<file path="config.mk">
export PLATFORM = sky130hd
export DESIGN_NAME = pulse_i2s_conv
export DESIGN_NICKNAME = d
export VERILOG_FILES = /design/src/rtl/pfi2s_pkg.sv /design/src/rtl/pfi2s_framer.sv /design/src/rtl/pfi2s_capture.sv /design/src/rtl/pfi2s_emit.sv /design/src/rtl/pulse_i2s_conv.sv
export SDC_FILE = /design/constraint.sdc
export NUM_CORES = 1
export LEC_CHECK = 0
export ABC_CLOCK_PERIOD_IN_PS = 4000
export BUFFER_PORTS_ARGS = -buffer_cell sky130_fd_sc_hd__buf_2
export CAP_MARGIN = 30
export CORE_MARGIN = 2
export CORE_UTILIZATION = 65
export DETAILED_ROUTE_END_ITERATION = 12
export PLACE_DENSITY = 0.79
export SYNTH_ARGS = -nofsm -noshare
export SYNTH_HDL_FRONTEND = slang
export SYNTH_SLANG_ARGS = --single-unit
</file>
<file path="constraint.sdc">
create_clock -name bclk_i -period 4 [get_ports bclk_i]
set_input_delay 0.2 -clock bclk_i [delete_from_list [all_inputs] [get_ports bclk_i]]
set_output_delay 0.2 -clock bclk_i [all_outputs]
set_load 0.005 [all_outputs]
</file>
<file path="src/rtl/pfi2s_pkg.sv">
package pfi2s_pkg;

    typedef enum logic {
        FMT_I2S = 1'b0,
        FMT_LJ  = 1'b1
    } out_fmt_e;

    typedef struct packed {
        logic locked;
        logic resync;
    } frm_stat_t;

    function automatic int keep_bits(input int slot_w, input int word_w);
        return (slot_w < word_w) ? slot_w : word_w;
    endfunction

endpackage

</file>
<file path="src/rtl/pfi2s_framer.sv">
module pfi2s_framer
    import pfi2s_pkg::*;
#(
    parameter int FRAME_W = 64,
    parameter int PW      = $clog2(FRAME_W)
) (
    input  logic          clk,
    input  logic          rst,
    input  logic          ws_i,
    output logic [PW-1:0] pos_q,
    output logic [PW-1:0] pos_d,
    output logic          take,
    output frm_stat_t     stat
);
    localparam logic [PW-1:0] LAST = PW'(FRAME_W - 1);

    logic          ws_q;
    logic          rise;
    logic          early;
    logic [PW-1:0] wrapped;

    always_comb begin
        rise    = ws_i & ~ws_q;
        wrapped = (pos_q == LAST) ? '0 : pos_q + 1'b1;
        pos_d   = rise ? '0 : wrapped;
        take    = stat.locked | rise;
        early   = rise & stat.locked & (pos_q != LAST);
    end

    always_ff @(posedge clk) begin
        if (rst) begin
            ws_q        <= 1'b0;
            pos_q       <= '0;
            stat.locked <= 1'b0;
            stat.resync <= 1'b0;
        end else begin
            ws_q <= ws_i;
            if (take) begin
                pos_q <= pos_d;
            end
            stat.locked <= stat.locked | rise;
            stat.resync <= stat.resync | early;
        end
    end

    AST_LOCK_KEEPS: assert property (@(posedge clk) disable iff (rst)
        stat.locked |=> stat.locked);

    AST_RESYNC_STICKY: assert property (@(posedge clk) disable iff (rst)
        stat.resync |=> stat.resync);

    AST_EARLY_RESTARTS: assert property (@(posedge clk) disable iff (rst)
        (rise && stat.locked && pos_q != LAST) |=> (stat.resync && pos_q == '0));

    AST_ON_TIME_QUIET: assert property (@(posedge clk) disable iff (rst)
        (rise && stat.locked && pos_q == LAST) |=> $stable(stat.resync));

endmodule

</file>
<file path="src/rtl/pfi2s_capture.sv">
module pfi2s_capture
    import pfi2s_pkg::*;
#(
    parameter int SLOT_W = 32,
    parameter int WORD_W = 24,
    parameter int PW     = $clog2(2 * SLOT_W)
) (
    input  logic              clk,
    input  logic              rst,
    input  logic              sd_i,
    input  logic              take_i,
    input  logic [PW-1:0]     pos_d_i,
    output logic [WORD_W-1:0] hold_l_o,
    output logic [WORD_W-1:0] hold_r_o
);
    localparam int KEEP = keep_bits(SLOT_W, WORD_W);

    logic [WORD_W-1:0] acc_l;
    logic [WORD_W-1:0] acc_r;
    logic              in_right;
    logic [PW-1:0]     idx;

    always_comb begin
        in_right = (pos_d_i >= PW'(SLOT_W));
        idx      = in_right ? (pos_d_i - PW'(SLOT_W)) : pos_d_i;
    end

    always_ff @(posedge clk) begin
        if (rst) begin
            acc_l    <= '0;
            acc_r    <= '0;
            hold_l_o <= '0;
            hold_r_o <= '0;
        end else if (take_i) begin
            for (int k = 0; k < KEEP; k++) begin
                if (idx == PW'(k)) begin
                    if (in_right) acc_r[WORD_W-1-k] <= sd_i;
                    else          acc_l[WORD_W-1-k] <= sd_i;
                end
            end
            if (pos_d_i == '0) begin
                hold_l_o <= acc_l;
                hold_r_o <= acc_r;
            end
        end
    end

    AST_HOLD_ONLY_AT_START: assert property (@(posedge clk) disable iff (rst)
        !(take_i && pos_d_i == '0) |=> ($stable(hold_l_o) && $stable(hold_r_o)));

endmodule

</file>
<file path="src/rtl/pfi2s_emit.sv">
module pfi2s_emit
    import pfi2s_pkg::*;
#(
    parameter int SLOT_W = 32,
    parameter int WORD_W = 24,
    parameter int PW     = $clog2(2 * SLOT_W)
) (
    input  logic              clk,
    input  logic              rst,
    input  logic              locked_i,
    input  out_fmt_e          fmt_i,
    input  logic [PW-1:0]     pos_q_i,
    input  logic [WORD_W-1:0] hold_l_i,
    input  logic [WORD_W-1:0] hold_r_i,
    output logic              lrclk_o,
    output logic              sd_o
);
    localparam int KEEP = keep_bits(SLOT_W, WORD_W);

    logic              right;
    logic [PW-1:0]     idx;
    logic [WORD_W-1:0] word;
    logic              lj_bit;
    logic              lj_q;

    always_comb begin
        right  = (pos_q_i >= PW'(SLOT_W));
        idx    = right ? (pos_q_i - PW'(SLOT_W)) : pos_q_i;
        word   = right ? hold_r_i : hold_l_i;
        lj_bit = 1'b0;
        for (int k = 0; k < KEEP; k++) begin
            if (idx == PW'(k)) lj_bit = word[WORD_W-1-k];
        end
    end

    always_ff @(negedge clk) begin
        if (rst || !locked_i) begin
            lrclk_o <= 1'b0;
            lj_q    <= 1'b0;
            sd_o    <= 1'b0;
        end else begin
            lrclk_o <= right;
            lj_q    <= lj_bit;
            sd_o    <= (fmt_i == FMT_LJ) ? lj_bit : lj_q;
        end
    end

endmodule

</file>
<file path="src/rtl/pulse_i2s_conv.sv">
module pulse_i2s_conv
    import pfi2s_pkg::*;
#(
    parameter int SLOT_W = 32,
    parameter int WORD_W = 24
) (
    input  logic bclk_i,
    input  logic rst_i,
    input  logic ws_pulse_i,
    input  logic sd_i,
    input  logic lj_mode_i,
    output logic bclk_o,
    output logic lrclk_o,
    output logic sd_o,
    output logic resync_o
);
    localparam int FRAME_W = 2 * SLOT_W;
    localparam int PW      = $clog2(FRAME_W);

    logic [PW-1:0]     pos_q;
    logic [PW-1:0]     pos_d;
    logic              take;
    frm_stat_t         stat;
    logic [WORD_W-1:0] hold_l;
    logic [WORD_W-1:0] hold_r;
    out_fmt_e          fmt;

    assign bclk_o   = bclk_i;
    assign resync_o = stat.resync;
    assign fmt      = out_fmt_e'(lj_mode_i);

    pfi2s_framer #(.FRAME_W(FRAME_W), .PW(PW)) u_framer (
        .clk   (bclk_i),
        .rst   (rst_i),
        .ws_i  (ws_pulse_i),
        .pos_q (pos_q),
        .pos_d (pos_d),
        .take  (take),
        .stat  (stat)
    );

    pfi2s_capture #(.SLOT_W(SLOT_W), .WORD_W(WORD_W), .PW(PW)) u_capture (
        .clk      (bclk_i),
        .rst      (rst_i),
        .sd_i     (sd_i),
        .take_i   (take),
        .pos_d_i  (pos_d),
        .hold_l_o (hold_l),
        .hold_r_o (hold_r)
    );

    pfi2s_emit #(.SLOT_W(SLOT_W), .WORD_W(WORD_W), .PW(PW)) u_emit (
        .clk      (bclk_i),
        .rst      (rst_i),
        .locked_i (stat.locked),
        .fmt_i    (fmt),
        .pos_q_i  (pos_q),
        .hold_l_i (hold_l),
        .hold_r_i (hold_r),
        .lrclk_o  (lrclk_o),
        .sd_o     (sd_o)
    );

    AST_LR_TRACKS_COUNT: assert property (@(posedge bclk_i) disable iff (rst_i)
        stat.locked |-> (lrclk_o == (pos_q >= PW'(SLOT_W))));

    AST_QUIET_UNLOCKED: assert property (@(posedge bclk_i) disable iff (rst_i)
        !stat.locked |-> (!lrclk_o && !sd_o && !resync_o));

endmodule

</file>
======== Yosys cells after proc, flatten, opt, wreduce, memory -nomap -nowiden ========
Cells that the tools add are included.
W data, S select, Z words.
word-level totals
  input port bits ......................... 5
  logic and storage cells ................. 201
  register bits ........................... 108
  output and inout port bits .............. 4
operators by class
  reductions and logical operators ........ 54
  multiplexer cells ....................... 30
  $add $sub $neg .......................... 3
  equal/unequal tests ..................... 48
  bitwise gates (word level) .............. 7
  $lt $le $gt $ge ......................... 2
operators by type and width
  cell                   number
  $reduce_and A3 Y1      48
  $eq A6 B4 Y1 const B   16
  $eq A6 B5 Y1 const B   16
  $eq A6 B3 Y1 const B   8
  $mux W1                25
  $eq A6 B2 Y1 const B   4
  $mux W24               1
  $mux W6                4
  $logic_not A6 Y1       3
  $eq A6 B1 Y1 const B   2
  $ge A6 B6 Y1 const B   2
  $sub A6 B6 Y6 const B  2
  $add A6 B1 Y6 const B  1
  $eq A6 B6 Y1 const B   1
  $ne A6 B6 Y1 const B   1
  $and A1 B1 Y1          3
  $not A1 Y1             2
  $or A1 B1 Y1           2
  $reduce_and A2 Y1      1
  $logic_not A1 Y1       1
  $logic_or A1 B1 Y1     1

======== Logic depth before layout (Yosys ltp) ========
  depth in word-level cells ............... 28
  mapped depth ............................ 10
  gate-level depth less buffers ........... 8

======== By module ========
A second synthesis with hierarchy kept.
second synthesis, totals
  cell total of the unflattened synthesis .. 534
  area total of the unflattened synthesis .. 5363.9 sq um
by module, submodules not included
  module          area an instance (sq um)  seq. area each (sq um)  instances  cells each
  pfi2s_capture   4157.7                    1921.8                  1          401
  pfi2s_emit      684.4                     60.1                    1          73
  pfi2s_framer    514.2                     180.2                   1          59
  pulse_i2s_conv  7.5                       0.0                     1          1

==> run summary <==
core area - 7650 um2
Fin. Hold Viols - 0
Synth Register Bits - 108
worst-path maximum fanout - 6
area grow syn2layout - 10.1%
multiplexer share of the synthesized area - 10.6%
synth top area cells - dfxtp_1 43%, nand2_1 9.1%, mux2i_1 9.1%
Adder-Cell Fraction of Synth Area - 0.984%
vias per inst - 6.04
# fillers - 613
clk_lat worst skew - 530 ps
Worst Hold Class - in2reg
die width - 92.4 um
leak pwr - 2.06 nW
mean post-synth cell area - 8.21 um2
Sum Neg Setup Slack - 0 ps
Cell variety after synth - 55
DRT antenna net count - 0
number of warnings issued by yosys - 0
port bufs - 8
fraction of layout cells with a size suffix above 1 - 15.9%
Critical Path RT - 2410 ps
DR vias - 4449
Setup crit start kind - flop
Post-CTS Setup Bufs - 0
initial antenna violation count - 0
Iter 0 DRT Violations - 277
RSZ-0062 raised after global routing - no
CTS tree - done
worst vdd ir - 261 uV
final core utilization - 73.2%
Max Cap Violations - 0
nets - 639
hold path depth - 3
Cell Rows - 32
Remaining Overflow, GRT - 0
commonest cells in the netlist - 123 x nand2_1, 108 x dfxtp_1, 77 x a21oi_1
cell accounting for the most synthesized area - dfxtp_1
clock skew - 52.6 ps
starting density of the core - 66.5%
compound-gate portion of the synthesized area - 16.3%
ant diodes - 0
Slew headroom - 34.0%
top cell type's share of synthesized area - 42.5%
largest net degree at the start of global routing - 107
sequential fraction of the synthesis area - 42.5%
largest family of logic cells by synthesized area - simple AND/OR/NAND/NOR gates
Total Routing Usage GR - 30.8%
number of global-route vias before repair - 4173
xor/xnor share of the synthesized area - 1.18%
first-pass GRT wire length - 20.6 mm
WL per Instance - 17.3 um
Worst R2R Path Depth - 7
Post-synth EDFFs - 0
Top FF cell, synth - dfxtp_1
die area - 8540 um2
Routed WL - 12.7 mm
Worst-path clk slew - 100 ps
fin. max-slew vios - 0
DP HPWL - 8.39 mm
top-count cell post-synth - nand2_1
Setup-failing EPs final - 0
outcome - completed
critical hold path startpoint - rst_i
crit path capture type - flop
I/O pin total - 9
synthesized area - 5080 um2
GP Congestion - 0.968
Worst Path Arrival - 2340 ps
Net Count, Synth - 628
post-route DRC violation count - 0
crit path kind - reg2reg
Synth Area in Simple Gates - 22.9%
worst r2r src - u_framer.pos_q[5]
CP startpoint - u_framer.pos_q[5]
cells after synthesis - 619
first-pass iteration count of the detailed router - 4
Die Height - 92.4 um
Slew @ Worst Pin - 982 ps
ys async rst share - 0%
pwr/cell area - 349 nW/um2
## metal layers
| metal | up-vias | global-route usage (%) | part of all wire (%) |
|---|---|---|---|
| met5 | - | 0 | 0 |
| met2 | 177 | 49.5 | 47 |
| met3 | 19 | 6.75 | 6.8 |
| met1 | 2098 | 41.3 | 44 |
| li1 | 2155 | - | - |
| met4 | 0 | 10.1 | 2.0 |
## state kept, by name, indices dropped and copies added, names as in the netlist
register	count
u_emit.lj_q	1
u_emit.sd_o	1
u_capture.acc_r	24
u_emit.lrclk_o	1
u_framer.pos_q	6
u_capture.hold_r_o	24
u_capture.acc_l	24
u_capture.hold_l_o	24
u_framer.ws_q	1
u_framer.stat	2
## cell usage in the layout, fill, tap and decap left out, drive strengths merged, types with 5 or more instances in the layout
cell | Yosys | routed
a211oi | 5 | 5
a21bo | 7 | 7
a21oi | 77 | 77
and3 | 5 | 5
buf | 26 | 44
clkbuf | 24 | 13
dfxtp | 108 | 108
inv | 8 | 13
mux2 | 7 | 7
mux2i | 46 | 46
nand2 | 123 | 123
nand3 | 48 | 48
nor2 | 41 | 41
nor2b | 8 | 8
nor3 | 12 | 12
o211ai | 7 | 7
o21ai | 10 | 10
or3 | 5 | 5
## area by class of cell
cell class / count / area [um2] / area share (%)
Multi-Input combinational cell: 453 / 2690 / 48.1
Sequential cell: 108 / 2170 / 38.8
Clock inverter: 8 / 53.8 / 0.961
Timing Repair Buffer: 44 / 342 / 6.10
Inverter: 7 / 26.3 / 0.469
Clock buffer: 14 / 184 / 3.29
Tap cell: 102 / 128 / 2.28
## kinds of logic (layout without fill, tap and decap cells)
family | Yosys count | after routing
AOI/OAI and AO/OA | 132 | 132
adders and majority gates | 4 | 4
muxes | 53 | 53
and+or+nand+nor | 258 | 258
DFF | 108 | 108
buffers and inverters | 58 | 73
xor gates and xnor gates | 6 | 6
## worst max-delay path, cell delays in order (launching register included)
cell and delay [ps]:
dfxtp_2 370, buf_4 160, mux2_2 360, or3_1 320, a41oi_1 240, a211oi_1 100
o21ba_2 250, o22ai_1 80
## final timing paths
path                                end  slack (ps)
setup / recovery            u_emit.sd_o          70
hold / removal        u_framer.pos_q[3]         260
setup reg to reg            u_emit.sd_o          70
hold reg to reg   u_capture.hold_r_o[6]         450
## power by group
part           switching [mW]  internal [mW]
logic                   0.107         0.0393
registers             0.00311           1.08
clock network           0.404          0.323
total                   0.514           1.44
## metrics by stage
stage	cell area, um2	std cells	setup slack (ps)	hold slack [ps]	power, mW
floorplan	5090	619	10.6	281	1.23
global placement	5280	714	-146	283	1.26
detailed placement	5280	714	-94.2	283	1.26
CTS	5530	735	20.0	344	1.96
global route	5600	736	0.190	297	2.02
finish	5600	736	68.4	262	1.96
## repair_timing
action                                  4_1_cts  5_1_grt
hold buffers                                  1        0
hold endpoints to repair                      1        0
endpoints found under the setup margin        2        2
resized for setup                             6       10
pin swaps                                     1        1
No activity file was read; power rests on OpenSTA's default activity.
